File: config.mk
export PLATFORM = sky130hd
export DESIGN_NAME = aperture_xlate
export DESIGN_NICKNAME = d
export VERILOG_FILES = /design/src/rtl/xl_pkg.sv /design/src/rtl/ap_dir.sv /design/src/rtl/ap_tlb.sv /design/src/rtl/ap_walk.sv /design/src/rtl/aperture_xlate.sv
export SDC_FILE = /design/constraint.sdc
export NUM_CORES = 2
export LEC_CHECK = 0
export ABC_AREA = 1
export BUFFER_PORTS_ARGS = -buffer_cell sky130_fd_sc_hd__buf_2
export CORE_ASPECT_RATIO = 0.5
export CORE_UTILIZATION = 51
export CTS_BUF_LIST = sky130_fd_sc_hd__clkbuf_8
export CTS_CLUSTER_DIAMETER = 200
export DETAILED_ROUTE_END_ITERATION = 12
export GPL_TIMING_DRIVEN = 0
export PLACE_DENSITY = 0.69
export SLEW_MARGIN = 20
export SYNTH_ARGS = -nofsm -noshare
export SYNTH_HDL_FRONTEND = slang
export SYNTH_SLANG_ARGS = --single-unit
File: constraint.sdc
create_clock -name clk -period 10.46 [get_ports clk]
set_input_delay 3.138 -clock clk [delete_from_list [all_inputs] [get_ports clk]]
set_output_delay 3.138 -clock clk [all_outputs]
set_load 0.05 [all_outputs]
File: src/rtl/xl_pkg.sv
package xl_pkg;
    localparam int VA_W   = 32;
    localparam int PG_W   = 12;
    localparam int L2_W   = 10;
    localparam int PN_W   = VA_W - PG_W;
    localparam int BASE_W = VA_W - PG_W - L2_W;
    localparam int ATTR_W = 3;

    localparam logic [1:0] CFG_DIR  = 2'd0;
    localparam logic [1:0] CFG_CTRL = 2'd1;
    localparam logic [1:0] CFG_BASE = 2'd2;
    localparam logic [1:0] CFG_SIZE = 2'd3;

    typedef struct packed {
        logic              present;
        logic [ATTR_W-1:0] attr;
        logic [PN_W-1:0]   tbl;
    } dir_ent_t;

    typedef enum logic [1:0] {
        W_IDLE  = 2'd0,
        W_ISSUE = 2'd1,
        W_WAIT  = 2'd2
    } wstate_t;
endpackage

File: src/rtl/ap_dir.sv
module ap_dir
    import xl_pkg::*;
#(
    parameter int DIR_N = 64,
    localparam int DIR_W = $clog2(DIR_N)
) (
    input  logic             clk,
    input  logic             rst_n,
    input  logic             wr_en,
    input  logic [VA_W-1:0]  wr_word,
    input  logic [DIR_W-1:0] rd_idx,
    output dir_ent_t         rd_ent
);
    dir_ent_t ent_q [DIR_N];
    logic     rsvd_unused;

    assign rsvd_unused = ^wr_word[7:6];

    always_ff @(posedge clk or negedge rst_n) begin
        if (!rst_n) begin
            for (int i = 0; i < DIR_N; i++) ent_q[i] <= '0;
        end else if (wr_en) begin
            ent_q[wr_word[DIR_W-1:0]] <= '{present: wr_word[8],
                                           attr:    wr_word[11:9],
                                           tbl:     wr_word[VA_W-1:PG_W]};
        end
    end

    assign rd_ent = ent_q[rd_idx];
endmodule

File: src/rtl/ap_tlb.sv
module ap_tlb
    import xl_pkg::*;
#(
    parameter int WAYS = 4,
    localparam int PTR_W = (WAYS > 1) ? $clog2(WAYS) : 1
) (
    input  logic            clk,
    input  logic            rst_n,
    input  logic            flush,
    input  logic [PN_W-1:0] look_vpn,
    output logic            hit,
    output logic [PN_W-1:0] hit_ppn,
    input  logic            fill,
    input  logic [PN_W-1:0] fill_vpn,
    input  logic [PN_W-1:0] fill_ppn
);
    logic [WAYS-1:0]  vld_q;
    logic [WAYS-1:0]  match;
    logic [PN_W-1:0]  vpn_q [WAYS];
    logic [PN_W-1:0]  ppn_q [WAYS];
    logic [PTR_W-1:0] ptr_q;

    generate
        for (genvar w = 0; w < WAYS; w++) begin : g_cmp
            assign match[w] = vld_q[w] && (vpn_q[w] == look_vpn);
        end
    endgenerate

    always_comb begin
        hit_ppn = '0;
        for (int w = 0; w < WAYS; w++) begin
            if (match[w]) hit_ppn = hit_ppn | ppn_q[w];
        end
    end
    assign hit = |match;

    always_ff @(posedge clk or negedge rst_n) begin
        if (!rst_n) begin
            vld_q <= '0;
            ptr_q <= '0;
            for (int w = 0; w < WAYS; w++) begin
                vpn_q[w] <= '0;
                ppn_q[w] <= '0;
            end
        end else if (flush) begin
            vld_q <= '0;
            ptr_q <= '0;
        end else if (fill) begin
            vld_q[ptr_q] <= 1'b1;
            vpn_q[ptr_q] <= fill_vpn;
            ppn_q[ptr_q] <= fill_ppn;
            ptr_q <= (ptr_q == PTR_W'(WAYS - 1)) ? '0 : ptr_q + 1'b1;
        end
    end

    a_r9_single_match: assert property (@(posedge clk) disable iff (!rst_n)
        $onehot0(match));
    a_r10_flush_empties: assert property (@(posedge clk) disable iff (!rst_n)
        flush |=> !hit);
endmodule

File: src/rtl/ap_walk.sv
module ap_walk
    import xl_pkg::*;
#(
    parameter int DIR_N = 64,
    localparam int DIR_W = $clog2(DIR_N)
) (
    input  logic              clk,
    input  logic              rst_n,
    input  logic [BASE_W-1:0] base_hi,
    input  logic [1:0]        size_sel,
    input  logic              req_valid,
    input  logic [VA_W-1:0]   req_addr,
    output logic              req_ready,
    output logic              rsp_valid,
    output logic              rsp_fault,
    output logic [VA_W-1:0]   rsp_paddr,
    output logic [DIR_W-1:0]  dir_idx,
    input  dir_ent_t          dir_ent,
    input  logic              tlb_hit,
    input  logic [PN_W-1:0]   tlb_ppn,
    output logic              tlb_fill,
    output logic [PN_W-1:0]   fill_vpn,
    output logic [PN_W-1:0]   fill_ppn,
    output logic              mem_rd_valid,
    output logic [VA_W-1:0]   mem_rd_addr,
    output logic [ATTR_W-1:0] mem_rd_attr,
    input  logic              mem_resp_valid,
    input  logic [VA_W-1:0]   mem_resp_data
);
    localparam logic [BASE_W-1:0] DIR_CNT_MAX = BASE_W'(DIR_N);

    wstate_t             st_q, st_d;
    logic [BASE_W-1:0]   off_hi, dir_cnt;
    logic                in_win, accept, go_walk, resp_take;
    logic [VA_W-1:0]     va_q;
    logic [PN_W-1:0]     tbl_q;
    logic [ATTR_W-1:0]   attr_q;
    logic                resp_unused;

    assign resp_unused = ^mem_resp_data[PG_W-1:1];

    always_comb begin
        off_hi    = req_addr[VA_W-1 -: BASE_W] - base_hi;
        dir_cnt   = DIR_CNT_MAX >> size_sel;
        in_win    = (req_addr[VA_W-1 -: BASE_W] >= base_hi) && (off_hi < dir_cnt);
        dir_idx   = off_hi[DIR_W-1:0];
        accept    = (st_q == W_IDLE) && req_valid;
        go_walk   = accept && in_win && !tlb_hit && dir_ent.present;
        resp_take = (st_q == W_WAIT) && mem_resp_valid;
    end

    always_comb begin
        st_d = st_q;
        unique case (st_q)
            W_IDLE:  if (go_walk) st_d = W_ISSUE;
            W_ISSUE: st_d = W_WAIT;
            W_WAIT:  if (mem_resp_valid) st_d = W_IDLE;
            default: st_d = W_IDLE;
        endcase
    end

    always_ff @(posedge clk or negedge rst_n) begin
        if (!rst_n) st_q <= W_IDLE;
        else        st_q <= st_d;
    end

    always_ff @(posedge clk or negedge rst_n) begin
        if (!rst_n) begin
            rsp_valid <= 1'b0;
            rsp_fault <= 1'b0;
            rsp_paddr <= '0;
            va_q      <= '0;
            tbl_q     <= '0;
            attr_q    <= '0;
        end else begin
            rsp_valid <= 1'b0;
            if (accept && !go_walk) begin
                rsp_valid <= 1'b1;
                rsp_fault <= !(in_win && tlb_hit);
                rsp_paddr <= (in_win && tlb_hit) ? {tlb_ppn, req_addr[PG_W-1:0]} : '0;
            end
            if (go_walk) begin
                va_q   <= req_addr;
                tbl_q  <= dir_ent.tbl;
                attr_q <= dir_ent.attr;
            end
            if (resp_take) begin
                rsp_valid <= 1'b1;
                rsp_fault <= !mem_resp_data[0];
                rsp_paddr <= mem_resp_data[0] ?
                             {mem_resp_data[VA_W-1:PG_W], va_q[PG_W-1:0]} : '0;
            end
        end
    end

    always_comb begin
        req_ready    = (st_q == W_IDLE);
        mem_rd_valid = (st_q == W_ISSUE);
        mem_rd_addr  = {tbl_q, va_q[PG_W+L2_W-1:PG_W], 2'b00};
        mem_rd_attr  = attr_q;
        tlb_fill     = resp_take && mem_resp_data[0];
        fill_vpn     = va_q[VA_W-1:PG_W];
        fill_ppn     = mem_resp_data[VA_W-1:PG_W];
    end

    a_r7_read_one_cycle: assert property (@(posedge clk) disable iff (!rst_n)
        mem_rd_valid |=> !mem_rd_valid);
    a_r8_stall_in_walk: assert property (@(posedge clk) disable iff (!rst_n)
        mem_rd_valid |-> !req_ready);
    a_r7_answer_after_data: assert property (@(posedge clk) disable iff (!rst_n)
        resp_take |=> rsp_valid);
    a_r6_fault_not_filled: assert property (@(posedge clk) disable iff (!rst_n)
        tlb_fill |=> (rsp_valid && !rsp_fault));
endmodule

File: src/rtl/aperture_xlate.sv
module aperture_xlate
    import xl_pkg::*;
#(
    parameter int DIR_N    = 64,
    parameter int TLB_WAYS = 4
) (
    input  logic        clk,
    input  logic        rst_n,
    input  logic        cfg_we,
    input  logic [1:0]  cfg_addr,
    input  logic [31:0] cfg_wdata,
    input  logic        req_valid,
    input  logic [31:0] req_addr,
    output logic        req_ready,
    output logic        rsp_valid,
    output logic        rsp_fault,
    output logic [31:0] rsp_paddr,
    output logic        mem_rd_valid,
    output logic [31:0] mem_rd_addr,
    output logic [2:0]  mem_rd_attr,
    input  logic        mem_resp_valid,
    input  logic [31:0] mem_resp_data
);
    localparam int DIR_W = $clog2(DIR_N);

    logic [BASE_W-1:0] base_hi_q;
    logic [1:0]        size_q;
    logic              ctrl7_q;
    logic              flush;
    logic [DIR_W-1:0]  dir_idx;
    dir_ent_t          dir_ent;
    logic              tlb_hit, tlb_fill;
    logic [PN_W-1:0]   tlb_ppn, fill_vpn, fill_ppn;

    assign flush = cfg_we && (cfg_addr == CFG_CTRL) && cfg_wdata[7] && !ctrl7_q;

    always_ff @(posedge clk or negedge rst_n) begin
        if (!rst_n) begin
            base_hi_q <= '0;
            size_q    <= '0;
            ctrl7_q   <= 1'b0;
        end else if (cfg_we) begin
            if (cfg_addr == CFG_BASE) base_hi_q <= cfg_wdata[VA_W-1 -: BASE_W];
            if (cfg_addr == CFG_SIZE) size_q    <= cfg_wdata[1:0];
            if (cfg_addr == CFG_CTRL) ctrl7_q   <= cfg_wdata[7];
        end
    end

    ap_dir #(.DIR_N(DIR_N)) u_dir (
        .clk     (clk),
        .rst_n   (rst_n),
        .wr_en   (cfg_we && (cfg_addr == CFG_DIR)),
        .wr_word (cfg_wdata),
        .rd_idx  (dir_idx),
        .rd_ent  (dir_ent)
    );

    ap_tlb #(.WAYS(TLB_WAYS)) u_tlb (
        .clk      (clk),
        .rst_n    (rst_n),
        .flush    (flush),
        .look_vpn (req_addr[VA_W-1:PG_W]),
        .hit      (tlb_hit),
        .hit_ppn  (tlb_ppn),
        .fill     (tlb_fill),
        .fill_vpn (fill_vpn),
        .fill_ppn (fill_ppn)
    );

    ap_walk #(.DIR_N(DIR_N)) u_walk (
        .clk            (clk),
        .rst_n          (rst_n),
        .base_hi        (base_hi_q),
        .size_sel       (size_q),
        .req_valid      (req_valid),
        .req_addr       (req_addr),
        .req_ready      (req_ready),
        .rsp_valid      (rsp_valid),
        .rsp_fault      (rsp_fault),
        .rsp_paddr      (rsp_paddr),
        .dir_idx        (dir_idx),
        .dir_ent        (dir_ent),
        .tlb_hit        (tlb_hit),
        .tlb_ppn        (tlb_ppn),
        .tlb_fill       (tlb_fill),
        .fill_vpn       (fill_vpn),
        .fill_ppn       (fill_ppn),
        .mem_rd_valid   (mem_rd_valid),
        .mem_rd_addr    (mem_rd_addr),
        .mem_rd_attr    (mem_rd_attr),
        .mem_resp_valid (mem_resp_valid),
        .mem_resp_data  (mem_resp_data)
    );
endmodule

==> impl_metrics.py <==
metrics = {
    "timing": {
        "hold_viol": 0,
        "worstMarginPinSlew_ns": 1.274,
        "skew_ns": 0.08875,
        "setup_viol": 0,
        "period_needed_ns": 8.481,
        "fin_crit_sh_pct": 81.08,
        "holdWs_ns": 0.4790,
        "final.setup.tns_ns": 0,
        "slew_viol_final": 0,
        "rsz0062_at_grt": "no",
        "clock.fmax_mhz": 117.9,
        "maxSlewHeadroom_pct": 15.09,
    },
    "detailed_routing": {
        "drt_wl_total_mm": 335.7,
        "route.detailed.drc": 0,
        "wl_per_cell_microns": 25.88,
        "vias": 79040,
        "antenna_left": 0,
        "avgViaCountPerCell": 6.094,
        "first_iter_violations": 11510,
        "firstDrtPassIters": 8,
    },
    "die": {
        "die_w_microns": 569.8,
        "start_util_pct": 51.73,
        "dieArea_sq_mm": 0.1629,
        "core_area_sq_mm": 0.1589,
        "ios": 174,
        "rows": 103,
        "die-height_microns": 285.9,
    },
    "logic_synthesis": {
        "ys.warnings.count": 0,
        "synth_cells": 10140,
        "yosysUniqueCellTypes": 37,
        "synth_area_sq_mm": 0.08220,
        "synth_seq_cells": 1806,
        "ys_seq_area_share_pct": 54.98,
        "syn_area_per_cell_sq_um": 8.107,
    },
    "cts": {
        "postCtsHoldBufs": 0,
        "cts_buffers": 272,
        "cts_tree": "yes",
        "clk_path_buf_depth": 4,
        "cts.sinks": 1806,
        "clkLatencyLatePin_ns": 0.95,
        "h-tree-depth": 5,
        "clockRootBuffer": "clkbuf_8",
        "post_cts_resize_count": 0,
        "post-cts-setup-buffers": 0,
        "path_clk_slew_ns": 0.07,
    },
    "finish": {
        "layout_commonest_cell": "nand2_1",
        "seq_area_sq_mm": 0.04519,
        "fill_cells": 14890,
        "instances_no_fill": 12970,
        "final_cell_mix": "2756 x nand2_1, 2408 x o21ai_0, 1806 x dfrtp_1",
        "fin_util_pct": 57.81,
        "multi_input_area_sq_mm": 0.03252,
        "layout.nets": 10740,
        "final_layout_size_suffix_gt1_share_pct": 6.782,
        "area_growth_pct": 11.74,
    },
    "hold_path": {
        "hold_path_class": "register to register",
        "holdPathStages": 2,
        "hold_start": "u_dir.ent_q[765]",
        "holdPathEnd": "u_dir.ent_q[765]",
    },
    "pwr": {
        "p_int_uw": 11700,
        "leakagePower_uw": 0.04198,
        "power_switching_uw": 7638,
        "power_uw": 19330,
        "combPwrFrac_pct": 29.9,
        "p_clk_share_pct": 30.2,
        "sw_frac_of_total_pct": 39.50,
        "peakVddDrop_mv": 0.1149,
        "power_frac_seq_pct": 39.9,
        "power.density_mw_per_mm2": 210.5,
    },
    "worst_setup_path": {
        "arrival_ns": 9.30,
        "crit_path_end_kind": "register",
        "r2r_cells": 25,
        "cp-start-kind": "primary input",
        "reg2reg_from": "base_hi_q[2]",
        "reg2reg_to": "u_walk.tbl_q[17]",
        "cp.required_ns": 11.27,
        "worstSetupPathType": "primary input to register",
        "crit_fanout": 10,
        "r2r_slack_ns": 4.09,
    },
    "global_route": {
        "grt_max_degree": 139,
        "antenna_found_initial": 36,
        "grt_remaining_overflow": 0,
        "first_global_vias": 73890,
        "grt_pass1_wl_mm": 489.4,
        "grt_util_all_layers_pct": 40.80,
    },
    "place": {
        "dp_hpwl_mm": 242.6,
        "dp.cells": 12490,
        "place_congestion": 1.071,
        "port_buffers": 157,
    },
    "run_status": {
        "status": "complete, no violations",
    },
    "run": {
        "maxCapViolCount": 0,
    },
}
==> worst max-delay path by stage <==
stage                             from                     to  slack, ns  depth (start not counted)
after global placement           rst_n       u_dir.ent_q[823]     -34.81                          1
after CTS                 req_addr[22]       u_walk.tbl_q[17]       2.42                         25
final                     req_addr[22]       u_walk.tbl_q[17]       1.98                         25
after detailed placement  req_addr[22]  u_walk.mem_rd_attr[0]       1.46                         25
after floorplan           req_addr[22]   u_walk.rsp_paddr[10]       4.06                         26
after global routing      req_addr[24]       u_walk.tbl_q[18]       1.98                         25
==> metrics by stage <==
stage               cell area (sq um)  setup WS, ns
floorplan                       82210         4.059
global placement                85690        -34.81
detailed placement              86600         1.464
CTS                             91790         2.424
global route                    91800         1.980
finish                          91850         1.979
==> cells by family (layout without fill, tap and decap cells) <==
| kind of cell | Yosys count | count (layout) | share of synthesized area, % |
|---|---|---|---|
| simple gates | 4235 | 4235 | 20.39 |
| compound gates | 2892 | 2892 | 18.53 |
| flops | 1806 | 1806 | 54.98 |
| buf+inv | 1170 | 1823 | 5.612 |
| fa+ha+maj | 19 | 19 | 0.2983 |
| xor+xnor | 17 | 17 | 0.1903 |
| other cells | 1 | 26 | 0.004562 |
==> routing by layer <==
metal,wire length [microns],global-route usage (%)
met1,132200,54.96
met4,16520,18.02
met5,405,0.9475
met3,52700,19.53
met2,133900,55.40
==> power groups by stage <==
stage | Combinational, uW | Clock [uW] | Sequential [uW]
after global routing | 5980 | 6120 | 7760
after CTS | 5400 | 5820 | 7710
after global placement | 5300 | 0 | 7850
after detailed placement | 5380 | 0 | 7830
after floorplan | 2810 | 0 | 7870
final | 5770 | 5840 | 7720
==> critical path, stage by stage <==
cell and delay [ns]:
buf_2 0.15, inv_1 0.18, ha_1 0.25, inv_1 0.11
nand3_1 0.12, nand2_1 0.17, nand2_1 0.07, nand2_1 0.82
buf_2 0.59, buf_1 0.83, ha_1 0.39, o21ai_0 0.17
nand2_1 0.07, nand2_1 0.06, nand2_1 0.26, a21oi_1 0.30
nand3_1 0.09, nor2_1 0.10, nand2_1 0.13, nor2_1 0.19
nand2_4 0.26, clkbuf_2 0.33, buf_16 0.23, o21ai_1 0.16
inv_1 0.05
==> cell type report <==
type / count / share of cell area (%)
inverter: 265 / 1.092
clock buffer: 331 / 4.960
clock inverter: 124 / 0.6811
sequential: 1806 / 49.20
timing repair buffer: 198 / 1.708
antenna: 24 / 0.06538
multi-input combinational: 7165 / 35.40
buffer: 905 / 3.956
tap: 2152 / 2.931
==> state kept, by name (all words and copies together), names as in the netlist, 3 cells and up <==
name and count:
base_hi_q 10, u_dir.ent_q 1536, u_tlb.ppn_q 80, u_tlb.vld_q 4, u_tlb.vpn_q 80, u_walk.mem_rd_attr 3
u_walk.rsp_paddr 32, u_walk.tbl_q 20, u_walk.va_q 32
==> synth_stat cells <==
library cell	instances	share of area (%)
a21oi_2	1	0.011
fa_1	1	0.024
o21ai_0	2408	15
xor2_1	2	0.021
nand2_4	3	0.041
nand3b_1	5	0.046
nor3_1	18	0.11
dfrtp_1	1806	55
buf_4	20	0.18
buf_6	5	0.068
nand3_1	397	2.4
buf_1	29	0.13
nor2_1	939	4.3
clkbuf_1	764	3.5
o21ai_1	54	0.33
xor2_2	1	0.020
inv_1	246	1.1
a21o_1	1	0.0091
inv_2	4	0.018
o21bai_1	1	0.0091
xnor2_1	14	0.15
nand4_1	109	0.83
or2_2	4	0.030
nor2_2	1	0.0076
clkinv_1	15	0.068
nor3b_1	2	0.018
conb_1	1	0.0046
buf_2	86	0.52
nand2_1	2756	13
o221ai_1	92	0.98
a21oi_1	104	0.63
o31ai_1	46	0.42
o211ai_1	47	0.43
clkbuf_2	1	0.0061
o22ai_1	138	1.1
ha_1	18	0.27
nor4_2	1	0.015
Note: power is estimated with default switching activity, not from simulation.
